File: config.mk
export PLATFORM = sky130hd
export DESIGN_NAME = scsi_offset_guard
export DESIGN_NICKNAME = d
export VERILOG_FILES = /design/src/rtl/sog_pkg.sv /design/src/rtl/offset_tracker.sv /design/src/rtl/fifo_misuse_check.sv /design/src/rtl/gross_err_report.sv /design/src/rtl/scsi_offset_guard.sv
export SDC_FILE = /design/constraint.sdc
export NUM_CORES = 1
export LEC_CHECK = 0
export ABC_CLOCK_PERIOD_IN_PS = 3600
export BUFFER_PORTS_ARGS = -buffer_cell sky130_fd_sc_hd__buf_2
export CAP_MARGIN = 20
export CORE_MARGIN = 4
export CORE_UTILIZATION = 52
export CTS_BUF_LIST = sky130_fd_sc_hd__clkbuf_16
export DETAILED_ROUTE_END_ITERATION = 12
export PLACE_DENSITY = 0.8
export SLEW_MARGIN = 20
export SYNTH_ARGS = -nofsm -noshare
export SYNTH_HDL_FRONTEND = slang
export SYNTH_HIERARCHICAL = 1
export SYNTH_SLANG_ARGS = --single-unit
File: constraint.sdc
create_clock -name clk -period 3.6 [get_ports clk]
set_input_delay 0.72 -clock clk [delete_from_list [all_inputs] [get_ports clk]]
set_output_delay 0.72 -clock clk [all_outputs]
set_load 0.05 [all_outputs]
File: src/rtl/sog_pkg.sv
package sog_pkg;

    typedef enum logic [2:0] {
        CAUSE_NONE       = 3'd0,
        CAUSE_DATA_UNDER = 3'd1,
        CAUSE_DATA_OVER  = 3'd2,
        CAUSE_OFS_UNDER  = 3'd3,
        CAUSE_OFS_OVER   = 3'd4,
        CAUSE_PHASE      = 3'd5,
        CAUSE_RESIDUAL   = 3'd6
    } cause_e;

    typedef enum logic [1:0] {
        XK_SYNC_RX  = 2'd0,
        XK_SYNC_TX  = 2'd1,
        XK_ASYNC_RX = 2'd2,
        XK_ASYNC_TX = 2'd3
    } xfer_kind_e;

    typedef struct packed {
        logic data_under;
        logic data_over;
        logic ofs_under;
        logic ofs_over;
        logic phase_chg;
        logic residual;
    } err_flags_t;

    // Lowest-numbered condition wins.
    function automatic cause_e pick_cause(err_flags_t f);
        if (f.data_under)     return CAUSE_DATA_UNDER;
        else if (f.data_over) return CAUSE_DATA_OVER;
        else if (f.ofs_under) return CAUSE_OFS_UNDER;
        else if (f.ofs_over)  return CAUSE_OFS_OVER;
        else if (f.phase_chg) return CAUSE_PHASE;
        else if (f.residual)  return CAUSE_RESIDUAL;
        else                  return CAUSE_NONE;
    endfunction

endpackage

File: src/rtl/offset_tracker.sv
module offset_tracker #(
    parameter int OFS_W = 5,
    parameter int PH_W  = 3
) (
    input  logic             clk,
    input  logic             rst,
    input  logic             req_pulse,
    input  logic             ack_pulse,
    input  logic             is_target,
    input  logic [OFS_W-1:0] max_offset,
    input  logic [PH_W-1:0]  bus_phase,
    output logic             ofs_under,
    output logic             ofs_over,
    output logic             phase_chg
);
    localparam logic [OFS_W-1:0] CNT_TOP = '1;

    logic [OFS_W-1:0] cnt_q;
    logic [PH_W-1:0]  phase_q;
    logic             sync_on;
    logic             up_only;
    logic             down_only;

    always_comb begin
        sync_on   = (max_offset != '0);
        up_only   = req_pulse && !ack_pulse;
        down_only = ack_pulse && !req_pulse;
        ofs_over  = sync_on && up_only && (cnt_q >= max_offset);
        ofs_under = sync_on && is_target && down_only && (cnt_q == '0);
        phase_chg = sync_on && !is_target && (cnt_q != '0) && (bus_phase != phase_q);
    end

    always_ff @(posedge clk) begin
        if (rst) begin
            cnt_q   <= '0;
            phase_q <= '0;
        end else begin
            phase_q <= bus_phase;
            if (!sync_on)
                cnt_q <= '0;
            else if (up_only && cnt_q != CNT_TOP)
                cnt_q <= cnt_q + 1'b1;
            else if (down_only && cnt_q != '0)
                cnt_q <= cnt_q - 1'b1;
        end
    end

    // no wrap at the top
    assert_sat_top_R11: assert property (@(posedge clk) disable iff (rst)
        (cnt_q == CNT_TOP && up_only && sync_on) |=> (cnt_q == CNT_TOP));
    // no wrap at the bottom
    assert_sat_floor_R11: assert property (@(posedge clk) disable iff (rst)
        (cnt_q == '0 && down_only) |=> (cnt_q == '0));
    // paired strobes hold the count
    assert_pair_hold_R6: assert property (@(posedge clk) disable iff (rst)
        (req_pulse && ack_pulse && sync_on) |=> $stable(cnt_q));
    // asynchronous mode keeps the count at zero
    assert_async_zero_R9: assert property (@(posedge clk) disable iff (rst)
        (!sync_on) |=> (cnt_q == '0));

endmodule

File: src/rtl/fifo_misuse_check.sv
module fifo_misuse_check
    import sog_pkg::*;
#(
    parameter int FIFO_DEPTH = 8,
    parameter int LVL_W      = 4
) (
    input  logic             fifo_rd,
    input  logic             fifo_wr,
    input  logic [LVL_W-1:0] fifo_level,
    input  logic             xfer_start,
    input  logic [1:0]       xfer_kind,
    output logic             data_under,
    output logic             data_over,
    output logic             residual
);
    localparam logic [LVL_W-1:0] FULL_LVL = LVL_W'(FIFO_DEPTH);

    always_comb begin
        data_under = fifo_rd && (fifo_level == '0);
        data_over  = fifo_wr && (fifo_level >= FULL_LVL);
        residual   = xfer_start && (xfer_kind_e'(xfer_kind) != XK_SYNC_RX)
                     && (fifo_level != '0);
    end

endmodule

File: src/rtl/gross_err_report.sv
module gross_err_report
    import sog_pkg::*;
(
    input  logic       clk,
    input  logic       rst,
    input  err_flags_t flags,
    output logic       gross_err,
    output logic [2:0] err_cause
);
    logic   any_err;
    cause_e cause_d;

    always_comb begin
        any_err = (flags != '0);
        cause_d = pick_cause(flags);
    end

    always_ff @(posedge clk) begin
        if (rst) begin
            gross_err <= 1'b0;
            err_cause <= CAUSE_NONE;
        end else begin
            gross_err <= any_err;
            err_cause <= cause_d;
        end
    end

    // one condition cycle gives a pulse on the next cycle
    assert_pulse_next_R12: assert property (@(posedge clk) disable iff (rst)
        any_err |=> gross_err);
    // quiet cycle gives idle outputs
    assert_quiet_next_R12: assert property (@(posedge clk) disable iff (rst)
        !any_err |=> (!gross_err && err_cause == 3'd0));
    // the underflow condition outranks every other one
    assert_prio_top_R10: assert property (@(posedge clk) disable iff (rst)
        flags.data_under |=> (err_cause == 3'd1));
    // the residual code only shows when it stands alone
    assert_prio_last_R10: assert property (@(posedge clk) disable iff (rst)
        (flags.residual && flags.data_over) |=> (err_cause == 3'd2));

endmodule

File: src/rtl/scsi_offset_guard.sv
module scsi_offset_guard
    import sog_pkg::*;
#(
    parameter int   OFS_W      = 5,
    parameter int   PH_W       = 3,
    parameter int   FIFO_DEPTH = 8,
    localparam int  LVL_W      = $clog2(FIFO_DEPTH + 1)
) (
    input  logic             clk,
    input  logic             rst,
    input  logic             req_pulse,
    input  logic             ack_pulse,
    input  logic             is_target,
    input  logic [OFS_W-1:0] max_offset,
    input  logic [PH_W-1:0]  bus_phase,
    input  logic             fifo_rd,
    input  logic             fifo_wr,
    input  logic [LVL_W-1:0] fifo_level,
    input  logic             xfer_start,
    input  logic [1:0]       xfer_kind,
    output logic             gross_err,
    output logic [2:0]       err_cause
);
    err_flags_t flags;

    offset_tracker #(.OFS_W(OFS_W), .PH_W(PH_W)) u_track (
        .clk        (clk),
        .rst        (rst),
        .req_pulse  (req_pulse),
        .ack_pulse  (ack_pulse),
        .is_target  (is_target),
        .max_offset (max_offset),
        .bus_phase  (bus_phase),
        .ofs_under  (flags.ofs_under),
        .ofs_over   (flags.ofs_over),
        .phase_chg  (flags.phase_chg)
    );

    fifo_misuse_check #(.FIFO_DEPTH(FIFO_DEPTH), .LVL_W(LVL_W)) u_fifo (
        .fifo_rd    (fifo_rd),
        .fifo_wr    (fifo_wr),
        .fifo_level (fifo_level),
        .xfer_start (xfer_start),
        .xfer_kind  (xfer_kind),
        .data_under (flags.data_under),
        .data_over  (flags.data_over),
        .residual   (flags.residual)
    );

    gross_err_report u_report (
        .clk       (clk),
        .rst       (rst),
        .flags     (flags),
        .gross_err (gross_err),
        .err_cause (err_cause)
    );

    // reading an empty FIFO always reports code 1 next cycle
    assert_empty_read_R2: assert property (@(posedge clk) disable iff (rst)
        (fifo_rd && fifo_level == '0) |=> (gross_err && err_cause == 3'd1));
    // writing a full FIFO always raises the pulse
    assert_full_write_R3: assert property (@(posedge clk) disable iff (rst)
        (fifo_wr && fifo_level == LVL_W'(FIFO_DEPTH)) |=> gross_err);
    // asynchronous mode never reports an offset or phase code
    assert_async_quiet_R9: assert property (@(posedge clk) disable iff (rst)
        (max_offset == '0) |=> (err_cause != 3'd3 && err_cause != 3'd4 && err_cause != 3'd5));

endmodule

==> run summary, run 1 <==
The flow ran to the end, and the final reports show no timing, DRC or antenna violations. The final period utilization came out at 0.638. Across the VDD grid, the largest voltage drop is 0.000594 V. The cell with the biggest individual delay on the critical path is dfxtp_1. The area growth from synthesis to layout is 28.0%. The filler-free cell count of the finished design came out at 131.

After filler insertion, the fill cell instance count of the layout stands at 113. The number of inserted diodes is 0. The count of port buffers added during placement is 25. TritonCTS built the clock tree. The total vias in the final route is 687. The CTS buffer count is 3. The starting density of the core came out at 0.582. By area, the combinational part of the netlist is dominated by simple AND/OR/NAND/NOR gates.

Setup repair after global routing left no endpoint under its margin. The fraction of layout instances using a drive strength above 1 came out at 0.293. The area fraction in compound gates after synthesis came to 0.145. The clock passes through at most 2 buffers. The count of TritonRoute iterations in the first routing pass is 4.

The tree is rooted in a clkbuf_16. After layout, the minimum clock period comes to 2.30 ns. The basic-gate share of the synthesized area counting and, or, nand and nor cells came out at 0.258.

The post-synthesis xor/xnor area fraction came out at 0.0772. The final setup skew came out at 0.00341 ns. The remaining routing DRC violations is 0. The pin count of the biggest net entering global routing came out at 9. Synthesis produced a netlist whose cell count is 87. The largest fanout on the critical path came out at 6. The initial antenna violation count is 0.

The number of DRC markers after the initial detailed-route iteration came out at 6. The floorplan die width is around 47 um. Once detail routing completed, the nets flagged for antenna violations numbered 0.

Traced cell by cell, the critical path runs through inv_1, o21ai_2, ha_1, a21o_1, a21oi_1, mux2i_1, xnor2_1, nor2_1. The full die area came out at 0.00222 mm2. Routability-driven placement finished with a final weighted congestion of ~0.75. The total half-perimeter wirelength after legalization and detailed placement is ~1300 um. The total track usage came out at 0.170. The total length of routed wires came out at 1620 um. The via count of the first global-routing pass came to roughly 670. Summed over all failing endpoints, the final setup total negative slack is 0 ns. The post-detailed-route via-to-cell ratio is roughly 5.2. Once layout is complete, the utilization of the core stands at 0.745. The number of storage elements in the synthesis netlist came out at 12. The latest clock arrival within the worst-skew pair is 0.24 ns. The power consumption came out at 0.589 mW.

In this run the power density over the cells is 579 mW/mm2. The total congestion overflow after global routing came out at 0. The count of pins over their slew limit came out at 0. The row count is 13.

The number of hold buffers added after CTS came out at 0. The final-report hold violation count came out at 0. The number of nets in the synthesized netlist is 118. The post-synthesis instance area came out at about 790 um2. The buffers plus inverters on the worst setup path came out at 1. The path class of the tightest hold or removal check is reg2reg. STA classifies the critical path endpoint as a flip-flop. The number of setup buffers added after CTS is 0.

The number of levels the H-tree was split into came out at 1. For the worst setup path, the data arrival time is ~2.4 ns. The share of synthesized area occupied by flip-flops and latches is 0.302. The routed wirelength normalized by instance count came out at 12.4 um. Of the total synthesized cell area, the portion taken by full adders, half adders and majority gates is 0.151. The remaining max-slew budget at the tightest pin is 0.740. The critical path is of the reg2reg type. Summed over all cells, the static leakage comes to 0.503 nW. The transition at the pin with the smallest max-transition slack came out at a little under 0.4 ns. Clock-pin slew was measured on the worst setup and hold paths at 0.04 ns. At the worst endpoint, the required time is 3.72 ns. The cell count after placement came out at 127.

The synthesized area divided by synthesized cell count came out at 9.13 um2. The vertical extent of the die came out at ~47 um. 26 I/O pins were placed. For this run, the post-layout net count is 148.

The count of warnings emitted by yosys is 6. The multiplexer share of the synthesized area came out at 0.0378. The setup-violating endpoint count in the final report is 0.

The region available for standard cell placement spans 0.00137 mm2. The cell family with the largest share of critical-path delay is compound AO/OA/AOI/OAI gates. The netlist uses 31 different library cells. The highest clock rate is 436 MHz. The max-capacitance violation count is 0. The clock net in this run drives a total of 12 sinks.

The first global-routing pass estimated 2680 um of wire. The worst hold margin came out at between 0.6 and 0.7 ns. STA classifies the critical path startpoint as a flip-flop.

The biggest cell delay along the critical path came out at 0.50 ns. The post-CTS resize count came out at 0.
[final cells by class]
class | instances | area (um2) | share of cell area
sequential | 12 | 240 | 0.236
clock buffer | 3 | 75.1 | 0.0738
clock inverter | 1 | 3.75 | 0.00369
tap | 15 | 18.8 | 0.0185
multi-input combinational | 69 | 532 | 0.523
timing repair buffer | 25 | 125 | 0.123
inverter | 6 | 22.5 | 0.0221
[through the flow]
stage / instance area, um2 / setup slack (ns)
6_report: 1020 / 1.30
5_1_grt: 1020 / 1.17
4_1_cts: 1020 / 1.31
3_5_place_dp: 938 / 1.09
3_3_place_gp: 938 / 1.20
2_1_floorplan: 795 / 1.36
[synth_stat cells (all sizes together)]
master	count	share of area
and4b	1	0.013
nand2	2	0.019
nor4	2	0.024
nand2b	1	0.0079
nor2	10	0.047
o21ai	4	0.044
o21bai	1	0.0095
xnor2	4	0.044
mux2i	3	0.038
xor2	3	0.033
a211oi	2	0.025
nor2b	6	0.047
inv	6	0.028
nor3	4	0.025
or2	1	0.0079
a21oi	6	0.038
fa	1	0.025
and2	2	0.016
nand4	1	0.0079
or4	3	0.033
ha	8	0.13
dfxtp	12	0.30
a21o	3	0.028
and3b	1	0.011
[routing by layer]
| metal | vias to the layer above | part of all wire | GRT usage |
|---|---|---|---|
| met5 | - | 0 | 0 |
| met4 | 0 | 0 | 0.0166 |
| met3 | 0 | 0.064 | 0.0575 |
| met2 | 15 | 0.50 | 0.312 |
| met1 | 310 | 0.44 | 0.196 |
| li1 | 362 | - | - |
[flip-flops by register name, indices dropped and copies added (netlist names)]
| signal | count |
|---|---|
| u_track/cnt_q | 5 |
| u_report/err_cause | 3 |
| u_track/phase_q | 3 |
| u_report/gross_err | 1 |
[worst paths after layout]
check,startpoint,end,slack (ns),depth (start not counted)
max reg2reg,u_track/cnt_q[0],u_track/cnt_q[4],1.30,8
max,u_track/cnt_q[0],u_track/cnt_q[4],1.30,8
min,u_track/cnt_q[3],u_track/cnt_q[3],0.61,2
min reg2reg,u_track/cnt_q[3],u_track/cnt_q[3],0.61,2
[layout by cell type, fill, tap and decap left out, drive strengths merged, types with 2 or more instances in the layout]
master and count:
a211oi 2, a21o 3, a21oi 6, and2 2
buf 25, clkbuf 3, dfxtp 12, ha 8
inv 6, mux2i 3, nand2 2, nor2 10
nor2b 6, nor3 4, nor4 2, o21ai 4
or4 3, xnor2 4, xor2 3
[logic make-up after synthesis]
| kind of cell | Yosys count |
|---|---|
| and+or+nand+nor | 34 |
| adders and majority gates | 9 |
| DFF | 12 |
| xor gates and xnor gates | 7 |
| muxes | 3 |
| AOI/OAI and AO/OA | 16 |
| buffers and inverters | 6 |
[where the power goes]
part | total [mW] | internal, mW | switching [mW]
clock | 0.198 | 0.146 | 0.0520
sequential | 0.182 | 0.155 | 0.0263
combinational | 0.210 | 0.0975 | 0.112
total | 0.589 | 0.399 | 0.190
[tightest hold or removal path, cell delays in order (launching register included)]
cell     delay [ns]
dfxtp_1        0.36
mux2i_1        0.15
nor2_1         0.05
Power figures use the tool's default switching activity.
==> run 2: changes to the inputs <==
--- a/config.mk
+++ b/config.mk
@@ -5,14 +5,14 @@
 export SDC_FILE = /design/constraint.sdc
 export NUM_CORES = 1
 export LEC_CHECK = 0
-export ABC_CLOCK_PERIOD_IN_PS = 3600
+export ABC_CLOCK_PERIOD_IN_PS = 2400
 export BUFFER_PORTS_ARGS = -buffer_cell sky130_fd_sc_hd__buf_2
 export CAP_MARGIN = 20
 export CORE_MARGIN = 4
-export CORE_UTILIZATION = 52
+export CORE_UTILIZATION = 48
 export CTS_BUF_LIST = sky130_fd_sc_hd__clkbuf_16
 export DETAILED_ROUTE_END_ITERATION = 12
-export PLACE_DENSITY = 0.8
+export PLACE_DENSITY = 0.74
 export SLEW_MARGIN = 20
 export SYNTH_ARGS = -nofsm -noshare
 export SYNTH_HDL_FRONTEND = slang
==> constraint.sdc (replaced) <==
create_clock -name clk -period 2.4 [get_ports clk]
set_input_delay 0.48 -clock clk [delete_from_list [all_inputs] [get_ports clk]]
set_output_delay 0.48 -clock clk [all_outputs]
set_load 0.05 [all_outputs]
==> run 2 against run 1 <==
  * Sequential share of layout area fell by 0.29 points
  * Largest power group unchanged
  * Critical path type unchanged
  * Combinational power is 54% higher
  * Highest routed layer unchanged
  * Die area rose by 6.9%
==> run summary, run 2 (synthesis gave the netlist of run 1 again) <==
The remaining max-slew budget at the tightest pin came out at 0.694 (was 0.740). The starting density of the core came out at 0.515 (was 0.582). The total vias in the final route is 685 (was 687). The floorplan die width is 48.7 um (was 47.1 um). The worst hold path depth is 2 (unchanged).

The most frequent standard cell in the layout excluding fill and tap cells is buf_2 (unchanged). The global-route wire length before repair came out at 2740 um (was 2680 um). The full die area came out at 0.00237 mm2 (was 0.00222 mm2). The count of pins over their slew limit came out at 0 (unchanged).

The transition at the pin with the smallest max-transition slack is 0.455 ns (was 0.386 ns). The filler-free cell count of the finished design is 133 (was 131). The number of setup buffers added after CTS came out at 0 (unchanged).

The routed wirelength normalized by instance count is 12.0 um (was 12.4 um). The static power due to leakage is 0.512 nW (was 0.503 nW). Run status: finished clean (unchanged). The area growth from synthesis to final layout came to 29.6% (was 28.0%). The TritonCTS clock tree was yes (unchanged).

The endpoint arrival time on the critical path is 2.25 ns (was 2.41 ns). The total track usage is 0.141 (was 0.170). The number of inserted diodes was 0 (unchanged). The library cell used as clock root buffer was clkbuf_16 (unchanged). The number of routed nets with antenna violations is 0 (unchanged). The pin count of the biggest net entering global routing is 9 (unchanged). The number of flip-flops in the largest register is 5 (unchanged). The worst setup margin came out at 0.269 ns (was 1.30 ns). The cell count after placement came to 130 (was 127). The via count of the first global-routing pass is 655 (was 666).

The maximum count of clock buffers along a single path is 2 (unchanged). The register with the most flip-flops is u_track/cnt_q (unchanged). The total congestion overflow after global routing was 0 (unchanged). The number of cells on the worst reg-to-reg path came to 8 (unchanged). The number of clock sinks seen by CTS is 12 (unchanged). RSZ-0062 raised after global routing: false (unchanged). The required time at the endpoint of the critical path came out at 2.52 ns (was 3.72 ns). The total half-perimeter wirelength after legalization and detailed placement came out at 1310 um (was 1300 um).

The setup-violating endpoint count in the final report came out at 0 (unchanged). The final-report hold violation count was 0 (unchanged). The latest clock arrival within the worst-skew pair is 0.23 ns (was 0.24 ns).

The number of levels the H-tree was split into is 1 (unchanged). The row count is 14 (was 13). The vertical extent of the die came out at 48.7 um (was 47.1 um). Regs by FF count: u_track/cnt_q (5), u_report/err_cause (3), u_track/phase_q (3) (unchanged).

The initial antenna violation count is 0 (unchanged). The fraction of layout instances using a drive strength above 1 is 0.308 (was 0.293). The highest clock rate came to 469 MHz (was 436 MHz). The post-CTS resize count came out at 0 (unchanged). The cell area power density was 849 mW/mm2 (was 579 mW/mm2). The global placer's final weighted congestion came to 0.738 (was 0.752).

The largest vdd supply drop came out at 0.000670 V (was 0.000594 V). The clock-pin slew reported for the worst setup and hold paths after clock tree synthesis came out at 0.04 ns (about the same). The final period utilization is 0.888 (was 0.638). The number of hold buffers added after CTS is 0 (unchanged). Most frequent cells in the layout: 25 x buf_2, 12 x dfxtp_1, 10 x nor2_1, 8 x ha_1 (unchanged). The post-placement worst setup slack is 0.203 ns (was 1.09 ns). The kind of critical path was reg2reg (unchanged). The slack of the worst reg-to-reg path came out at 0.27 ns (was 1.30 ns). The final setup TNS came out at 0 ns (unchanged). The final critical-path required period came out at 2.13 ns (was 2.30 ns).

The sort of element at the end of the critical path is a flip-flop (unchanged). The total length of routed wires was 1600 um (was 1620 um). The post-detailed-route via-to-cell ratio is 5.15 (was 5.24). The final setup skew came out at 0.000406 ns (was 0.00341 ns).

The max-capacitance violation count came out at 0 (unchanged). The worst min-delay path class is in2reg (was reg2reg). The startpoint type of the worst setup path is a flip-flop (unchanged). The post-layout utilization of the core is 0.668 (was 0.745). The count of port buffers added during placement is 25 (unchanged).

The CTS buffer count is 3 (unchanged). The count of TritonRoute iterations in the first routing pass is 4 (unchanged). The count of pins on the block boundary came out at 26 (unchanged). The area of the core is 0.00154 mm2 (was 0.00137 mm2). The worst hold margin came out at 0.508 ns (was 0.608 ns).

The remaining routing DRC violations came out at 0 (unchanged). The largest fanout on the critical path came out at 6 (unchanged). The number of nets at the end of the flow came out at 150 (was 148).

The number of DRC markers after the initial detailed-route iteration came out at 4 (was 6).
-- run 2: per-layer routing --
| metal | routed length, um | track usage | vias up |
|---|---|---|---|
| met4 | 0 | 0 | 0 |
| met1 | 746 | 0.176 | 301 |
| met3 | 116 | 0.0736 | 0 |
| met2 | 738 | 0.228 | 16 |
| met5 | 0 | 0 | - |
| li1 | - | - | 368 |
-- run 2: layout make-up --
| type | instances | area [um2] |
|---|---|---|
| tap | 16 | 20.0 |
| multi-input combinational | 69 | 532 |
| timing repair buffer | 27 | 140 |
| sequential | 12 | 240 |
| inverter | 6 | 22.5 |
| clock buffer | 3 | 75.1 |
| fill | 136 | 512 |
-- run 2: final timing paths --
check,start,end
min,rst,u_report/err_cause[0]
max reg2reg,u_track/cnt_q[1],u_track/cnt_q[4]
max,u_track/cnt_q[1],u_track/cnt_q[4]
min reg2reg,u_track/cnt_q[4],u_track/cnt_q[4]
-- run 2: metrics by stage --
stage / cell area, um2 / total power, mW
finish: 1030 / 0.875
global route: 1030 / 0.942
CTS: 1030 / 0.885
detailed placement: 955 / 0.591
global placement: 955 / 0.583
floorplan: 795 / 0.514
-- run 2: worst max-delay path, cell delays in order (launching register included) --
cell and delay, ns:
dfxtp_1 0.45, nand4_1 0.14, o21ai_2 0.33, ha_1 0.34, a21o_1 0.19, a21oi_1 0.16
mux2i_1 0.23, xnor2_1 0.13, nor2_1 0.05
-- run 2: report_power, final --
part / internal (mW) / total (mW) / leakage (nW) / switching [mW]
Clock: 0.216 / 0.287 / 0.0370 / 0.0716
Sequential: 0.233 / 0.265 / 0.0995 / 0.0315
Combinational: 0.150 / 0.323 / 0.376 / 0.172
==> run 3: changes to the inputs <==
--- a/config.mk
+++ b/config.mk
@@ -9,10 +9,10 @@
 export BUFFER_PORTS_ARGS = -buffer_cell sky130_fd_sc_hd__buf_2
 export CAP_MARGIN = 20
 export CORE_MARGIN = 4
-export CORE_UTILIZATION = 48
+export CORE_UTILIZATION = 25
 export CTS_BUF_LIST = sky130_fd_sc_hd__clkbuf_16
 export DETAILED_ROUTE_END_ITERATION = 12
-export PLACE_DENSITY = 0.74
+export PLACE_DENSITY = 0.43
 export SLEW_MARGIN = 20
 export SYNTH_ARGS = -nofsm -noshare
 export SYNTH_HDL_FRONTEND = slang
==> run 3 against run 2 <==
  * Combinational power increased by 6%
  * Cell count is 23% higher
  * Clock-buffer cell count did not move
  * Design area increased by 4.5%
  * Worst hold slack worse by 0.026 ns
  * First-iteration DRC count grew to 3.5 times the previous value
  * Via count up 3.4%
  * Non-clock buffer count is 1 higher
  * Sequential cell count did not move
  * Critical endpoint unchanged
==> run summary, run 3 (synthesis gave the netlist of run 1 again) <==
The post-detailed-route via-to-cell ratio was 4.34 (was 5.15). The number of inserted diodes was 0 (unchanged). The number of DRC markers after the initial detailed-route iteration is 14 (was 4).

The initial antenna violation count is 0 (unchanged). The static power due to leakage is 0.519 nW (was 0.512 nW). The number of routed nets with antenna violations came out at 0 (unchanged). The worst setup margin was 0.257 ns (was 0.269 ns). The final setup skew came out at 0.000837 ns (was 0.000406 ns). The maximum count of clock buffers along a single path is 2 (unchanged). The biggest cell delay along the critical path is 0.43 ns (was 0.45 ns).

The remaining max-slew budget at the tightest pin came out at 0.703 (was 0.694). The number of setup buffers added after CTS is 0 (unchanged). The number of stages on the worst setup path came out at 8 (unchanged).

The total track usage came out at 0.0868 (was 0.141). The slack of the worst reg-to-reg path came out at 0.26 ns (was 0.27 ns). The library cell used as clock root buffer is clkbuf_16 (unchanged). The capturing instance or port of the critical path was u_track/cnt_q[4] (unchanged). The number of clock sinks seen by CTS is 12 (unchanged). The area growth from synthesis to final layout came out at 35.4% (was 29.6%). The area occupied by multi-input gates is 532 um2 (unchanged). Most frequent cells in the layout: 25 x buf_2, 12 x dfxtp_1, 10 x nor2_1, 8 x ha_1 (unchanged). The routed wirelength normalized by instance count is 10.3 um (was 12.0 um). The final-report hold violation count came out at 0 (unchanged). The launch point of the worst reg-to-reg path is u_track/cnt_q[3] (was u_track/cnt_q[1]). The required time at the endpoint of the critical path came out at 2.52 ns (about the same). The sort of element at the end of the critical path is a flip-flop (unchanged). The cell with the biggest individual delay on the critical path is dfxtp_1 (unchanged). The setup-violating endpoint count in the final report came out at 0 (unchanged). The row count came out at 20 (was 14). The cell family with the largest share of critical-path delay is compound AO/OA/AOI/OAI gates (unchanged). The total congestion overflow after global routing came out at 0 (unchanged). The max-capacitance violation count is 0 (unchanged).

The final period utilization is 0.893 (was 0.888). The total vias in the final route is 708 (was 685). The fraction of layout instances using a drive strength above 1 is 0.311 (was 0.308). The highest clock rate is 467 MHz (was 469 MHz). The number of hold buffers added after CTS is 0 (unchanged). The kind of critical path was reg2reg (unchanged). The global placer's final weighted congestion is 0.773 (was 0.738). The final critical-path required period is 2.14 ns (was 2.13 ns). The buffers plus inverters on the worst setup path came out at 0 (unchanged). The endpoint arrival time on the critical path is 2.26 ns (was 2.25 ns). The final instance area is 0.00108 mm2 (was 0.00103 mm2). The latest clock arrival within the worst-skew pair came to 0.23 ns (about the same).

The count of TritonRoute iterations in the first routing pass came to 4 (unchanged). Run status: finished clean (unchanged). The transition at the pin with the smallest max-transition slack is 0.441 ns (was 0.455 ns). The pin count of the biggest net entering global routing is 9 (unchanged). The capturing point of the worst reg2reg path is u_track/cnt_q[4] (unchanged). The CTS buffer count is 3 (unchanged). The number of levels the H-tree was split into is 1 (unchanged). The register with the most flip-flops is u_track/cnt_q (unchanged). The total half-perimeter wirelength after legalization and detailed placement came out at 1470 um (was 1310 um). The worst min-delay path class is in2reg (unchanged).

The number of flip-flops in the largest register is 5 (unchanged). RSZ-0062 raised after global routing: false (unchanged). The via count of the first global-routing pass is 721 (was 655). The cell area after placement came out at 997 um2 (was 955 um2). Cells along the critical path: nand4_1, o21ai_2, ha_1, a21o_1, a21oi_1, mux2i_1, xnor2_1, nor2_1 (unchanged). The most frequent standard cell in the layout excluding fill and tap cells is buf_2 (unchanged). The post-placement worst setup slack was 0.142 ns (was 0.203 ns). The storage element area came out at 240 um2 (unchanged). The count of pins on the block boundary is 26 (unchanged). The beginning of the critical path is u_track/cnt_q[3] (was u_track/cnt_q[1]). The total length of routed wires is 1670 um (was 1600 um). The number of inserted filler cells in the final layout came to 352 (was 136).

The remaining routing DRC violations was 0 (unchanged). The number of cells on the worst reg-to-reg path is 8 (unchanged). The starting density of the core came out at 0.260 (was 0.515). The largest fanout on the critical path was 6 (unchanged). The global-route wire length before repair is 2950 um (was 2740 um).

The count of pins over their slew limit is 0 (unchanged). The largest vdd supply drop is 0.000392 V (was 0.000670 V). The count of port buffers added during placement came out at 25 (unchanged). The final setup TNS is 0 ns (unchanged). The cell area power density is 831 mW/mm2 (was 849 mW/mm2). The floorplan die width is 64.4 um (was 48.7 um). The area of the core came out at 0.00305 mm2 (was 0.00154 mm2). The number of nets at the end of the flow is 151 (was 150). The clock-pin slew reported for the worst setup and hold paths after clock tree synthesis is 0.04 ns (about the same). The startpoint type of the worst setup path was a flip-flop (unchanged). The post-CTS resize count was 0 (unchanged).

Regs by FF count: u_track/cnt_q (5), u_report/err_cause (3), u_track/phase_q (3) (unchanged). The vertical extent of the die came out at 64.4 um (was 48.7 um). The full die area came out at 0.00414 mm2 (was 0.00237 mm2). The TritonCTS clock tree is yes (unchanged).
run 3: changes by cell type in the layout (fill, tap and decap cells not counted):
cell / previous run / this run
clkinv_1: 0 / 1
buf_4: 2 / 3
run 3: worst min-delay path by stage:
stage / startpoint / end / slack, ns / cells past startpoint
floorplan: u_track/cnt_q[4] / u_track/cnt_q[4] / 0.53 / 2
global placement: u_track/cnt_q[4] / u_track/cnt_q[4] / 0.60 / 2
detailed placement: u_track/cnt_q[3] / u_track/cnt_q[3] / 0.60 / 2
CTS: bus_phase[0] / u_track/phase_q[0] / 0.48 / 2
global route: bus_phase[0] / u_track/phase_q[0] / 0.48 / 2
finish: bus_phase[0] / u_track/phase_q[0] / 0.48 / 2
run 3: area by class of cell:
class	instances	area share
Multi-Input combinational cell	69	0.494
Sequential cell	12	0.223
Timing Repair Buffer	28	0.137
Clock buffer	3	0.0698
Tap cell	44	0.0512
Inverter	6	0.0209
Clock inverter	1	0.00349
run 3: through the flow:
step           power [mW]  hold slack [ns]  cells   util
2_1_floorplan       0.514            0.531     87      -
3_3_place_gp        0.602            0.599    159  0.327
3_5_place_dp        0.608            0.604    159  0.327
4_1_cts             0.910            0.480    163  0.352
5_1_grt             0.963            0.481    163  0.352
6_report            0.894            0.483    163  0.352
run 3: layer usage:
layer,wire (um),vias up,global-route usage
met2,785,18,0.148
li1,-,368,-
met1,745,322,0.104
met3,142,0,0.0439
met5,0,-,0
met4,0,0,0
run 3: worst reg2reg max path: stages, from the launching register on:
cell and delay, ns:
dfxtp_1 0.43, nand4_1 0.15, o21ai_2 0.33, ha_1 0.34, a21o_1 0.19, a21oi_1 0.16
mux2i_1 0.23, xnor2_1 0.14, nor2_1 0.05
run 3: power breakdown:
group / switching (mW) / internal [mW]
registers: 0.0228 / 0.233
logic: 0.183 / 0.159
clock network: 0.0779 / 0.218
